## src/rtl/brf_pkg.sv

```systemverilog
`timescale 1ns/1ps
package brf_pkg;

  localparam int unsigned DATA_W    = 64;
  localparam int unsigned NREG      = 28;
  localparam int unsigned MMIO_BIAS = 10;

  // Register indices whose position the behaviour depends on.
  localparam int unsigned IDX_FAULT = 0;
  localparam int unsigned IDX_BAR   = 10;
  localparam int unsigned IDX_CTRL  = 14;
  localparam int unsigned IDX_ISTAT = 21;
  localparam int unsigned CTRL_MMIO_BIT = 62;

  localparam logic [DATA_W-1:0] BAR_ADDR_MASK = 64'h0003_ffff_fff0_0000;
  localparam logic [DATA_W-1:0] BAR2_MASK     = 64'h0003_ffff_0000_0000;
  localparam logic [DATA_W-1:0] ROUTE_MASK    = 64'h00ff_ffff_e000_0000;
  localparam logic [DATA_W-1:0] SRCCMP_MASK   = 64'hffff_e00f_0000_0000;
  localparam logic [DATA_W-1:0] ALL_ONES      = '1;

  typedef enum logic [2:0] {
    K_NONE, K_PLAIN, K_BAR, K_RDONLY,
    K_FAULT_AND, K_FAULT_OR, K_CTRL_SET, K_CTRL_CLR
  } kind_e;

  // Role of each register index.
  function automatic kind_e f_kind(int unsigned idx);
    case (idx)
      0, 6, 7, 11, 14, 15, 16, 20,
      22, 23, 24, 25, 26, 27: return K_PLAIN;
      1:  return K_FAULT_AND;
      2:  return K_FAULT_OR;
      10: return K_BAR;
      18: return K_CTRL_SET;
      19: return K_CTRL_CLR;
      21: return K_RDONLY;
      default: return K_NONE;
    endcase
  endfunction

  // Bits kept by a direct write to an index.
  function automatic logic [DATA_W-1:0] f_wmask(int unsigned idx);
    case (idx)
      10: return BAR_ADDR_MASK | 64'h1;
      11: return BAR2_MASK;
      16, 22, 23, 24, 25, 26: return ROUTE_MASK;
      27: return SRCCMP_MASK;
      default: return ALL_ONES;
    endcase
  endfunction

  function automatic logic f_has_store(int unsigned idx);
    kind_e k;
    k = f_kind(idx);
    return (k == K_PLAIN) || (k == K_BAR) || (k == K_RDONLY);
  endfunction

  // Byte address to index, per path.
  function automatic int unsigned f_index(logic is_mmio, int unsigned word);
    return is_mmio ? word + MMIO_BIAS : word;
  endfunction

endpackage

```

## src/rtl/brf_addrmap.sv

```systemverilog
`timescale 1ns/1ps
module brf_addrmap
  import brf_pkg::*;
#(
  parameter int unsigned ADDR_W = 8,
  parameter int unsigned IDX_W  = 6
) (
  input  logic              is_mmio,
  input  logic [ADDR_W-1:0] addr,
  output logic [IDX_W-1:0]  idx,
  output logic              misaligned
);
  localparam int unsigned WORD_W = ADDR_W - 3;

  logic [WORD_W-1:0] word;

  assign word       = addr[ADDR_W-1:3];
  assign idx        = IDX_W'(f_index(is_mmio, 32'(word)));
  assign misaligned = |addr[2:0];

endmodule

```

## src/rtl/brf_decode.sv

```systemverilog
`timescale 1ns/1ps
module brf_decode
  import brf_pkg::*;
#(
  parameter int unsigned IDX_W = 6
) (
  input  logic              req_valid,
  input  logic              req_write,
  input  logic              req_is_mmio,
  input  logic [IDX_W-1:0]  idx,
  input  logic              misaligned,
  input  logic [DATA_W-1:0] wdata,
  input  logic [DATA_W-1:0] fault_q,
  input  logic [DATA_W-1:0] ctrl_q,
  output logic [NREG-1:0]   wr_vec,
  output logic [DATA_W-1:0] wr_val,
  output logic              acc_bad,
  output logic              rd_hit
);
  kind_e kind;

  assign kind = f_kind(32'(idx));

  always_comb begin
    wr_vec  = '0;
    wr_val  = wdata & f_wmask(32'(idx));
    acc_bad = 1'b0;
    rd_hit  = 1'b0;
    if (req_valid) begin
      if (misaligned || kind == K_NONE) begin
        acc_bad = 1'b1;
      end else if (req_write) begin
        case (kind)
          K_RDONLY: acc_bad = 1'b1;
          K_BAR: begin
            if (req_is_mmio) acc_bad = 1'b1;
            else             wr_vec[IDX_BAR] = 1'b1;
          end
          K_FAULT_AND: begin
            wr_vec[IDX_FAULT] = 1'b1;
            wr_val = fault_q & wdata;
          end
          K_FAULT_OR: begin
            wr_vec[IDX_FAULT] = 1'b1;
            wr_val = fault_q | wdata;
          end
          K_CTRL_SET: begin
            wr_vec[IDX_CTRL] = 1'b1;
            wr_val = ctrl_q | wdata;
          end
          K_CTRL_CLR: begin
            wr_vec[IDX_CTRL] = 1'b1;
            wr_val = ctrl_q & ~wdata;
          end
          default: wr_vec = NREG'(1) << idx;
        endcase
      end else begin
        if (kind == K_FAULT_AND || kind == K_FAULT_OR ||
            kind == K_CTRL_SET  || kind == K_CTRL_CLR)
          acc_bad = 1'b1;
        else
          rd_hit = 1'b1;
      end
    end
  end

endmodule

```

## src/rtl/brf_store.sv

```systemverilog
`timescale 1ns/1ps
module brf_store
  import brf_pkg::*;
#(
  parameter int unsigned       IDX_W     = 6,
  parameter logic [DATA_W-1:0] BAR_RESET = 64'h0
) (
  input  logic              clk,
  input  logic              rst_n,
  input  logic [NREG-1:0]   wr_vec,
  input  logic [DATA_W-1:0] wr_val,
  input  logic [IDX_W-1:0]  rd_idx,
  output logic [DATA_W-1:0] rd_val,
  output logic [DATA_W-1:0] fault_q,
  output logic [DATA_W-1:0] ctrl_q,
  output logic [DATA_W-1:0] bar_q
);
  localparam logic [DATA_W-1:0] BAR_INIT = (BAR_RESET & BAR_ADDR_MASK) | 64'h1;

  logic [NREG-1:0][DATA_W-1:0] regs;

  for (genvar g = 0; g < NREG; g++) begin : g_slot
    if (f_has_store(g)) begin : g_reg
      localparam logic [DATA_W-1:0] INIT = (g == IDX_BAR) ? BAR_INIT : '0;
      logic [DATA_W-1:0] q;
      always_ff @(posedge clk) begin
        if (!rst_n)         q <= INIT;
        else if (wr_vec[g]) q <= wr_val;
      end
      assign regs[g] = q;
    end else begin : g_none
      assign regs[g] = '0;
    end
  end

  always_comb begin
    rd_val = '0;
    for (int i = 0; i < NREG; i++)
      if (32'(rd_idx) == i) rd_val = regs[i];
  end

  assign fault_q = regs[IDX_FAULT];
  assign ctrl_q  = regs[IDX_CTRL];
  assign bar_q   = regs[IDX_BAR];

  // an alias write targets only its shared register.
  assert_single_target_R3: assert property (@(posedge clk) disable iff (!rst_n)
    $onehot0(wr_vec));

  // base register never holds bits outside its address field and enable.
  assert_bar_fields_R5: assert property (@(posedge clk) disable iff (!rst_n)
    (bar_q & ~(BAR_ADDR_MASK | 64'h1)) == '0);

  // the status register never takes a write.
  assert_istat_frozen_R8: assert property (@(posedge clk) disable iff (!rst_n)
    !wr_vec[IDX_ISTAT]);

endmodule

```

## src/rtl/bridge_regfile.sv

```systemverilog
`timescale 1ns/1ps
module bridge_regfile
  import brf_pkg::*;
#(
  parameter int unsigned ADDR_W    = 8,
  parameter logic [63:0] BAR_RESET = 64'h0003_fffe_8000_0000
) (
  input  logic              clk,
  input  logic              rst_n,
  input  logic              req_valid,
  output logic              req_ready,
  input  logic              req_is_mmio,
  input  logic              req_write,
  input  logic [ADDR_W-1:0] req_addr,
  input  logic [63:0]       req_wdata,
  output logic              rsp_valid,
  output logic [63:0]       rsp_rdata,
  output logic              rsp_err,
  output logic              bar_en,
  output logic              ctrl_mmio_chg
);
  localparam int unsigned IDX_W = ADDR_W - 2;

  logic [IDX_W-1:0]  idx;
  logic              misaligned;
  logic [NREG-1:0]   wr_vec;
  logic [DATA_W-1:0] wr_val, rd_val, fault_q, ctrl_q, bar_q;
  logic              acc_bad, rd_hit;
  logic              ctrl_flip;
  logic              mmio_bar_write;

  brf_addrmap #(.ADDR_W(ADDR_W), .IDX_W(IDX_W)) u_map (
    .is_mmio(req_is_mmio), .addr(req_addr), .idx(idx), .misaligned(misaligned)
  );

  brf_decode #(.IDX_W(IDX_W)) u_dec (
    .req_valid(req_valid), .req_write(req_write), .req_is_mmio(req_is_mmio),
    .idx(idx), .misaligned(misaligned), .wdata(req_wdata),
    .fault_q(fault_q), .ctrl_q(ctrl_q),
    .wr_vec(wr_vec), .wr_val(wr_val), .acc_bad(acc_bad), .rd_hit(rd_hit)
  );

  brf_store #(.IDX_W(IDX_W), .BAR_RESET(BAR_RESET)) u_store (
    .clk(clk), .rst_n(rst_n), .wr_vec(wr_vec), .wr_val(wr_val),
    .rd_idx(idx), .rd_val(rd_val),
    .fault_q(fault_q), .ctrl_q(ctrl_q), .bar_q(bar_q)
  );

  assign req_ready      = 1'b1;
  assign bar_en         = bar_q[0];
  assign ctrl_flip      = wr_vec[IDX_CTRL] &&
                          (wr_val[CTRL_MMIO_BIT] != ctrl_q[CTRL_MMIO_BIT]);
  assign mmio_bar_write = req_valid && req_write && req_is_mmio && !misaligned &&
                          (32'(idx) == IDX_BAR);

  always_ff @(posedge clk) begin
    if (!rst_n) begin
      rsp_valid     <= 1'b0;
      rsp_rdata     <= '0;
      rsp_err       <= 1'b0;
      ctrl_mmio_chg <= 1'b0;
    end else begin
      rsp_valid     <= req_valid;
      rsp_err       <= acc_bad;
      ctrl_mmio_chg <= ctrl_flip;
      if (req_valid && !req_write) rsp_rdata <= rd_hit ? rd_val : ALL_ONES;
      else                         rsp_rdata <= '0;
    end
  end

  // one response exactly one cycle after each request.
  assert_rsp_follows_req_R12: assert property (@(posedge clk) disable iff (!rst_n)
    req_valid |=> rsp_valid);
  assert_no_spurious_rsp_R12: assert property (@(posedge clk) disable iff (!rst_n)
    !req_valid |=> !rsp_valid);

  // an error is only reported inside a response.
  assert_err_in_rsp_R9: assert property (@(posedge clk) disable iff (!rst_n)
    rsp_err |-> rsp_valid);

  // memory-mapped base writes leave the base register alone and flag.
  assert_mmio_bar_blocked_R6: assert property (@(posedge clk) disable iff (!rst_n)
    mmio_bar_write |=> ($stable(bar_q) && rsp_err));

  // the strobe means control bit 62 really moved.
  assert_chg_means_flip_R11: assert property (@(posedge clk) disable iff (!rst_n)
    ctrl_mmio_chg |-> (ctrl_q[CTRL_MMIO_BIT] != $past(ctrl_q[CTRL_MMIO_BIT])));

endmodule

```

## config.mk

```make
export PLATFORM = sky130hd
export DESIGN_NAME = bridge_regfile
export DESIGN_NICKNAME = d
export VERILOG_FILES = /design/src/rtl/brf_pkg.sv /design/src/rtl/brf_addrmap.sv /design/src/rtl/brf_decode.sv /design/src/rtl/brf_store.sv /design/src/rtl/bridge_regfile.sv
export SDC_FILE = /design/constraint.sdc
export NUM_CORES = 2
export LEC_CHECK = 0
export ABC_CLOCK_PERIOD_IN_PS = 3050
export BUFFER_PORTS_ARGS = -buffer_cell sky130_fd_sc_hd__buf_2
export CORE_UTILIZATION = 51
export CTS_BUF_LIST = sky130_fd_sc_hd__clkbuf_8
export DETAILED_ROUTE_END_ITERATION = 6
export PLACE_DENSITY = 0.7
export SLEW_MARGIN = 30
export SYNTH_ARGS = -nofsm -noshare
export SYNTH_HDL_FRONTEND = slang
export SYNTH_SLANG_ARGS = --single-unit
export TNS_END_PERCENT = 5
```

## constraint.sdc

```tcl
create_clock -name clk -period 3.05 [get_ports clk]
set_input_delay 0.1525 -clock clk [delete_from_list [all_inputs] [get_ports clk]]
set_output_delay 0.1525 -clock clk [all_outputs]
set_load 0.02 [all_outputs]
```

==> results.md <==
- Status: complete, no violations
- Syn nets: just under 6000
- Drt wl/cell: 23.89 um
- Worst-Margin Slew: between 0.9 and 1 ns
- HP Class: primary input to flip-flop
- Via Count: 47987
- Fmax: around 0.36 GHz
- First-pass GRT wire length: 269000 um
- Max Clock Skew: just over 0.03 ns
- Drt total wl: between 150000 and 200000 um
- Synth warn: 0
- Max FO, Critical Path: 21
- Hold WS: 0.1943 ns
- Static Leak: between 20 and 25 nW
- Gr busiest metal: met2
- Flop and latch count out of synthesis: around 1100
- CTS Buf Count: 177
- Net Sw Frac: 27.01%
- Endpoints failing setup: 0
- Clk Latency, worst-skew pair: between 0.8 and 0.9 ns
- Max stage delay cell, worst path: dlygate4sd3_1
- Routability congestion estimate: ~0.94
- Standard-cell rows: 111
- Number of synthesized flops with an enable pin: 0
- Clk buf depth: 3
- Grt total ovfl: 0
- WP data required: 3.76 ns
- Antenna violations before repair: 6
- CTS tree: built
- I/O Pins: approximately 150
- Crit. End Element: flip-flop
- Final Hold Vio Count: 0
- Area of placed instances: 53400 um^2
- Crit start category: primary input
- GR Layer Usage met1: 52.54%
- Int Pwr: 23.04 mW
- Synthesized instance count: 5774
- Pwr dens: 544.8 nW/um^2
- Mean Syn Cell Area: 8.202 um^2
- Min Clock Period, post-route: between 2 and 3 ns
- Crit Path Class: primary input to flip-flop
- Psw: 8.526 mW
- Layout cells sized above 1: between 10% and 20%
- Part of the cycle the worst path needs: 91.90%
- Unrepaired setup endpoints after global routing: no
- Final slew viol count: 0
- Initial Util: 51.59%
- Clk slew on worst S/H paths: ~0.060 ns
- Number of global-route vias before repair: roughly 44000
- Die W: 306.7 um
- Max Cap Viol: 0
- Met3 usage: 9.993%
- Comb power frac: 11.5%
- Fillers: 7787
- Die ar.: 94090 um^2
- Crit-path cells: dlygate4sd3_1 > buf_2 > nor3_1 > dlygate4sd3_1 > buf_4 > nand3_1 > nor2_1 > a21boi_4 > buf_4 > a31o_2 > o21a_1 > a211oi_1
- Worst path arrival time: 3.51 ns
- Peak VDD IR: 0.4243 mV
- DR pass1 iterations: 7
- Root Buffer: clkbuf_8
- Ys async rst share: 0%
- Clock Sinks: between 1000 and 1500
- Largest net degree at the start of global routing: between 150 and 200
- Distinct cells, synth: 98
- Core box area: slightly above 90000 um^2
- Final Util: 63.11%
- Register share of total power: between 40% and 50%
- DR iter-0 viols: 6448
- Area delta synth->final: 22.33%
- Sequential fraction of the synthesis area: 46.12%
- Total track usage: 36.92%
- Mapped cell area: around 47000 um^2
- Final Cell Area: 57940 um^2
- Total Power: 31.57 mW
- Vias per cell: 6.406
- Port bufs: about 140
- Remaining antenna violation count after routing: 0
- Resized cells post-CTS: 0
- Dominant synthesized flop cell: dfxtp_1
- Slew HR: 34.97%
- Post-DP HPWL: 117800 um
- Nets: ~6200
- Grt met2 use: 52.83%
- Die Y: 306.7 um
- CP peak stage delay: between 0.5 and 0.6 ns
- H-tree levels: 4
- Power share of the clock group: 43.1%
- Post-route DRC violation count: 0
==> cell usage in the layout, fill, tap and decap left out, types with 82 or more instances in the layout <==
cell and instances:
buf_4 376, buf_2 143, dfxtp_1 1091, o21ai_0 784
nand3_1 280, nand2_1 591, a211oi_1 428, a21oi_1 446
o22ai_1 88, clkbuf_8 232, buf_12 163, and3_1 185
nor2_1 474, and2_1 82
==> repair_timing <==
action / 4_1_cts / 5_1_grt
hold endpoints to repair: 842 / 0
hold buffers: 71 / 0
setup buffers: 0 / 0
endpoints found under the setup margin: 0 / 0
==> flip-flops by register name (all words and copies together) (netlist names) <==
| name | cells |
|---|---|
| u_store.fault_q | 64 |
| rsp_rdata | 64 |
| ctrl_mmio_chg | 1 |
| u_store.ctrl_q | 64 |
| rsp_err | 1 |
| u_store.g_slot.g_reg.q | 832 |
| u_store.bar_q | 64 |
| rsp_valid | 1 |
==> per-layer routing <==
layer / routed length [um] / vias to the layer above
met4: 6469 / 2
met1: 74530 / 22627
met3: 23590 / 492
met5: 7 / -
li1: - / 21707
met2: 74360 / 3159
==> final timing paths <==
check / start / to / slack, ns / cells after the start
setup reg to reg: u_store.g_slot[6].g_reg.q[54] / rsp_rdata[54] / 0.98 / 9
hold reg to reg: u_store.g_slot[16].g_reg.q[50] / u_store.g_slot[16].g_reg.q[50] / 0.45 / 2
setup / recovery: req_addr[2] / u_store.fault_q[46] / 0.25 / 12
hold / removal: req_is_mmio / u_store.bar_q[21] / 0.19 / 5
==> cell type report <==
| cell class | count | area (um^2) | share of cell area [%] |
|---|---|---|---|
| Multi-Input combinational cell | 4066 | 23120 | 39.91 |
| Clock buffer | 232 | 3193 | 5.511 |
| Antenna cell | 2 | 5.005 | 0.008639 |
| Tap cell | 1243 | 1555 | 2.684 |
| Sequential cell | 1091 | 21840 | 37.70 |
| Clock inverter | 88 | 625.6 | 1.080 |
| Timing Repair Buffer | 754 | 7527 | 12.99 |
| Inverter | 15 | 63.81 | 0.1101 |
==> cell usage after synthesis, types with 11 or more instances <==
cell | count | area share (%)
o221ai_1 | 12 | 0.22
o21a_1 | 19 | 0.30
a211o_1 | 13 | 0.24
a32oi_1 | 77 | 1.4
and2_1 | 84 | 1.1
o21ai_0 | 786 | 8.3
a21o_1 | 11 | 0.17
nand2b_1 | 13 | 0.17
o22ai_1 | 88 | 1.2
a211oi_1 | 428 | 6.8
nand4_1 | 16 | 0.21
buf_1 | 17 | 0.13
nand3b_1 | 20 | 0.32
nor2_1 | 480 | 3.8
nand3_1 | 283 | 3.0
o211ai_1 | 12 | 0.19
buf_2 | 151 | 1.6
inv_1 | 14 | 0.11
buf_4 | 31 | 0.49
dfxtp_1 | 1091 | 46
a21oi_1 | 448 | 4.7
clkbuf_1 | 384 | 3.0
mux2i_1 | 15 | 0.32
o21ai_1 | 22 | 0.23
o31ai_1 | 39 | 0.62
buf_6 | 13 | 0.31
o311ai_1 | 11 | 0.20
and3_1 | 191 | 2.5
a22o_1 | 55 | 1.0
a311o_1 | 53 | 1.1
a22oi_1 | 42 | 0.67
nor3_1 | 69 | 0.73
a31o_2 | 12 | 0.22
nand2_1 | 593 | 4.7
==> per-stage QoR <==
step / TNS, ns / setup slack, ns / std cells
after floorplan: -0.03765 / -0.009863 / 5774
after global placement: -32.65 / -0.3392 / 7098
after detailed placement: -49.18 / -0.3618 / 7098
after CTS: 0 / 0.4711 / 7489
after global routing: 0 / 0.2246 / 7491
final: 0 / 0.2472 / 7491
==> cell families (layout without fill, tap and decap cells) <==
| family | Yosys count | count (layout) | share of synthesized area [%] |
|---|---|---|---|
| buf+inv | 617 | 1089 | 5.757 |
| mux | 18 | 18 | 0.3883 |
| fa+ha+maj | 7 | 7 | 0.1796 |
| compound gates | 2234 | 2234 | 29.98 |
| simple gates | 1800 | 1800 | 17.40 |
| xor+xnor | 6 | 6 | 0.1665 |
| other cells | 1 | 3 | 0.007918 |
| flops | 1091 | 1091 | 46.12 |
==> critical path, delay by kind of cell <==
kind | cells | cell delay (ns)
compound gates | 4 | 1.17
simple gates | 3 | 0.42
buf+inv | 5 | 1.76
==> power by group through the flow <==
stage | clock network (mW) | registers (mW) | logic, mW
3_3_place_gp | 0 | 14.6 | 3.40
3_5_place_dp | 0 | 14.6 | 3.41
2_1_floorplan | 0 | 14.7 | 1.68
4_1_cts | 13.7 | 14.3 | 3.50
6_report | 13.6 | 14.3 | 3.63
5_1_grt | 14.3 | 14.3 | 3.75
(Power assumes the default switching activity.)
